===== config.mk =====
export PLATFORM = sky130hd
export DESIGN_NAME = usb_dma_req_sel
export DESIGN_NICKNAME = d
export VERILOG_FILES = /design/src/rtl/usb_dma_req_sel.sv
export SDC_FILE = /design/constraint.sdc
export NUM_CORES = 1
export LEC_CHECK = 0
export ABC_AREA = 1
export BUFFER_PORTS_ARGS = -buffer_cell sky130_fd_sc_hd__buf_2
export CORE_ASPECT_RATIO = 1.4
export CORE_MARGIN = 3
export CORE_UTILIZATION = 45
export DETAILED_ROUTE_END_ITERATION = 7
export PLACE_DENSITY_LB_ADDON = 0.1
export SETUP_SLACK_MARGIN = 0.15
export SLEW_MARGIN = 5
export SYNTH_ARGS = -nofsm -noshare
export SYNTH_HDL_FRONTEND = slang
export SYNTH_SLANG_ARGS = --single-unit

===== constraint.sdc =====
create_clock -name clk -period 1.1 [get_ports clk]
set_input_delay 0.055 -clock clk [delete_from_list [all_inputs] [get_ports clk]]
set_output_delay 0.055 -clock clk [all_outputs]
set_load 0.02 [all_outputs]

===== src/rtl/usb_dma_req_sel.sv =====
module usb_dma_req_sel #(
  parameter int NUM_CH = 2,
  parameter int NUM_EP = 4,
  parameter int CH_AW  = (NUM_CH > 1) ? $clog2(NUM_CH) : 1
) (
  input  logic                clk,
  input  logic                rst_n,
  input  logic                reg_we,
  input  logic [CH_AW-1:0]    reg_addr,
  input  logic [2*NUM_EP-1:0] reg_wdata,
  output logic [2*NUM_EP-1:0] reg_rdata,
  input  logic [NUM_EP-1:0]   in_rdy,
  input  logic [NUM_EP-1:0]   out_rdy,
  input  logic [NUM_CH-1:0]   usb_src,
  input  logic [NUM_CH-1:0]   dma_en,
  output logic [NUM_CH-1:0]   dma_req
);
  localparam int SEL_W = 2 * NUM_EP;

  logic [NUM_CH-1:0][SEL_W-1:0] sel_q;
  logic [SEL_W-1:0]             events;
  logic [NUM_CH-1:0]            fire;

  assign events    = {out_rdy, in_rdy};
  assign reg_rdata = sel_q[reg_addr];

  for (genvar c = 0; c < NUM_CH; c++) begin : g_ch
    logic single;
    assign single  = (sel_q[c] != '0) && ((sel_q[c] & (sel_q[c] - 1'b1)) == '0);
    assign fire[c] = single && |(sel_q[c] & events) && usb_src[c] && dma_en[c];

    always_ff @(posedge clk or negedge rst_n)
      if (!rst_n)
        sel_q[c] <= '0;
      else if (reg_we && reg_addr == CH_AW'(c))
        sel_q[c] <= reg_wdata;
  end

  always_ff @(posedge clk or negedge rst_n)
    if (!rst_n) dma_req <= '0;
    else        dma_req <= fire;
endmodule



==> results.cfg <==
[worst_setup_path]
crit_end = reg_rdata[2]
worst_r2r_endpoint = dma_req[0]$_DFF_PN0_
worstPathMaxFanout = 6
setup.worst_path.start = sel_q[10]$_DFFE_PN0P_
worstSetupEndpointType = primary output
timing.reg2reg.setup_slack_ns = 0
critPathArrivalTime_ns = 1.07
reg2reg_from = sel_q[3]$_DFFE_PN0P_
max_stage_delay_ns = 0.48
timing.critical_path.slowest_stage_cell = sky130_fd_sc_hd__dfrtp_2
startpoint_type = flip-flop
worst-setup-path-type = flip-flop to primary output
r2r.worst_path.cells = 7
timing.critical_path.cells = nand2_1, o21ai_1, buf_4
worstPathRequired_ns = 1.04

[run_status]
run_status = finished with violations
violated_checks = hold timing, setup timing

[detailed_routing]
drt_pre_antenna_iters = 4
drc_errors = 0
vias_per_cell = 4.668
postRouteAntennaNets = 0
met3RoutedLength_um = 161
totalWireLength_mm = 2.838
detailedRoute.firstIterationViolations = 46
wl_per_cell_um = 11.22
route.layer.met1.wl_mm = 1.259
met2_wirelength_mm = 1.368
route.vias.total = 1181
top_signal_layer_used = met4

[cts]
ctsLongestPathBuffers = 2
cts_inserted_buffers = 3
root_buffer = sky130_fd_sc_hd__clkbuf_4
clkSlewWorstSetupHoldPaths_ns = 0.11
tritoncts_clock_tree = yes
htreeDepth = 1
clock_latency_ns = 0.30
cts_num_sinks = 18

[placement]
port-buffer-count = 33
dpl.cell_count = 232
gp_congestion = 0.7810
place_area_um2 = 1300
dp_hpwl_mm = 2.029

[floorplanning]
placeableCoreArea_um2 = 2277
dieWidth_um = 48.30
die_area_um2 = 3150
chipHeight_um = 65.22
placement_rows = 20
i_o_pin_total = 34
start_util_pct = 49.51

[run]
maxCapViolCount = 0

[sta]
post-route-min-period_ns = 1.124
slew_viol_final = 0
final_min_period_over_clock_period_pct = 102.2
timing.setup.tns_ns = -0.07937
relative_slew_margins_pct = 72.00
hold-worst-slack_ns = -0.001136
worstMarginPinSlew_ns = 0.4200
fmax_mhz = 889.8
worst_path_setup_slack_after_routing_ns = -0.02388
clock_skew_ns = 0.003483
setup_viol = 5
rsz0062_at_grt = yes
report.final.hold_viol_count = 1

[finish]
stdcell_count = 253
final_layout_size_suffix_gt1_share_pct = 36.82
antennaDiodeCount = 0
area.growth.synth_to_final_pct = 39.96
fin_area_um2 = 1578
final_nets = 245

[pwr]
total_leakage_power_uw = 0.0008499
power.ir.vdd_worst_mv = 0.7933
power_density_nw_per_um2 = 1253

[synth]
mappedNetlistNets = 193
synth_largest_type_area_fraction_pct = 39.96
synth.cell_area_um2 = 1127
netlist.top_cell.by_area = sky130_fd_sc_hd__dfrtp_1
sequential_area_share_after_synthesis_pct = 39.96
yosys_warnings = 0
synthesis.instances = 169
synth.area.top_cells = sky130_fd_sc_hd__dfrtp_1, sky130_fd_sc_hd__nand2_1, sky130_fd_sc_hd__o21ai_0
ys_seq_elements = 18
avg_inst_size_synth_um2 = 6.671
synth_cell_types = 17

[grt]
antenna_found_initial = 0
grt_util_all_layers_pct = 19.84
gr-total-overflow = 0
grt_first_pass_wirelength_mm = 4.940
largest_net_degree_at_the_start_of_global_routing = 19
vias_in_the_first_global_route = 1104

[min_path]
worst_hold_path_type = input port to flip-flop
## area by class of cell
cell class                      instances  area [um2]
Inverter                               21       81.33
Fill cell                             212       699.4
Clock buffer                            4       36.28
Timing Repair Buffer                   50       356.6
Tap cell                               33       41.29
Sequential cell                        18       460.4
Multi-Input combinational cell        127       601.8
## critical path, delay by kind of cell (launching register included)
kind                   cells  cell delay [ns]
DFF                        1             0.48
buffers and inverters      1             0.16
and+or+nand+nor            1             0.07
AOI/OAI and AO/OA          1             0.06
## metrics by stage
step           setup slack, ns  utilization [%]  total power, uW
2_1_floorplan           0.1029                -             1200
3_3_place_gp           0.06003            57.09             1354
3_5_place_dp           0.02179            57.09             1370
4_1_cts               -0.04063            66.32             1914
5_1_grt               -0.08109            69.29             2121
6_report              -0.02388            69.29             1977
## cells in the mapped netlist, drive strengths merged
| cell | n |
|---|---|
| nor3 | 1 |
| a21boi | 1 |
| o21ai | 27 |
| dfrtp | 18 |
| nand2 | 75 |
| inv | 21 |
| a21oi | 3 |
| buf | 3 |
| nand3 | 3 |
| nor2 | 17 |
## worst min-delay path by stage
stage               slack (ns)         start                    to  depth (start not counted)
floorplan                -0.24         rst_n  dma_req[0]$_DFF_PN0_                          0
global placement          0.01         rst_n  dma_req[1]$_DFF_PN0_                          1
detailed placement        0.02         rst_n  sel_q[8]$_DFFE_PN0P_                          1
CTS                     0.0005  reg_wdata[1]  sel_q[1]$_DFFE_PN0P_                          3
global route              0.01  reg_wdata[1]  sel_q[1]$_DFFE_PN0P_                          3
finish                  -0.001  reg_wdata[2]  sel_q[2]$_DFFE_PN0P_                          3
## routing by layer
layer  vias to the layer above  track usage, %
met2                        40           33.62
met1                       512           25.65
met3                         6           2.268
met5                         -               0
met4                         0           8.541
li1                        623               -
## registers in the layout, indices dropped and copies added (netlist names)
name,count
dma_req,2
sel_q,16
## cells by family (layout without fill, tap and decap cells)
family	after synthesis	after routing	share of synthesized area, %
AND/OR/NAND/NOR	96	96	35.52
AO/OA/AOI/OAI	31	31	14.32
buffers and inverters	24	75	10.21
flip-flops	18	18	39.96
## layout by cell type, fill, tap and decap left out, types with 6 or more instances in the layout
master	n
sky130_fd_sc_hd__dfrtp_1	10
sky130_fd_sc_hd__buf_4	12
sky130_fd_sc_hd__dfrtp_2	8
sky130_fd_sc_hd__o21ai_1	14
sky130_fd_sc_hd__inv_1	16
sky130_fd_sc_hd__o21ai_0	10
sky130_fd_sc_hd__nor2_1	10
sky130_fd_sc_hd__dlygate4sd3_1	6
sky130_fd_sc_hd__nand2_1	68
sky130_fd_sc_hd__buf_2	26
## what timing repair did
action,in CTS,in global routing
setup buffers,10,2
cloned,0,0
hold endpoints to repair,23,0
hold buffers,6,0
setup endpoints to repair,10,11
gates resized for setup,12,29
pin swaps,3,6
## power breakdown
group | switching [uW] | internal (uW) | leakage, uW | total, uW
Clock | 220 | 202 | 0.0000210 | 423
Sequential | 106 | 745 | 0.000216 | 850
Combinational | 376 | 328 | 0.000613 | 704
Total | 702 | 1270 | 0.000850 | 1980
Note: power is estimated with default switching activity, not from simulation.
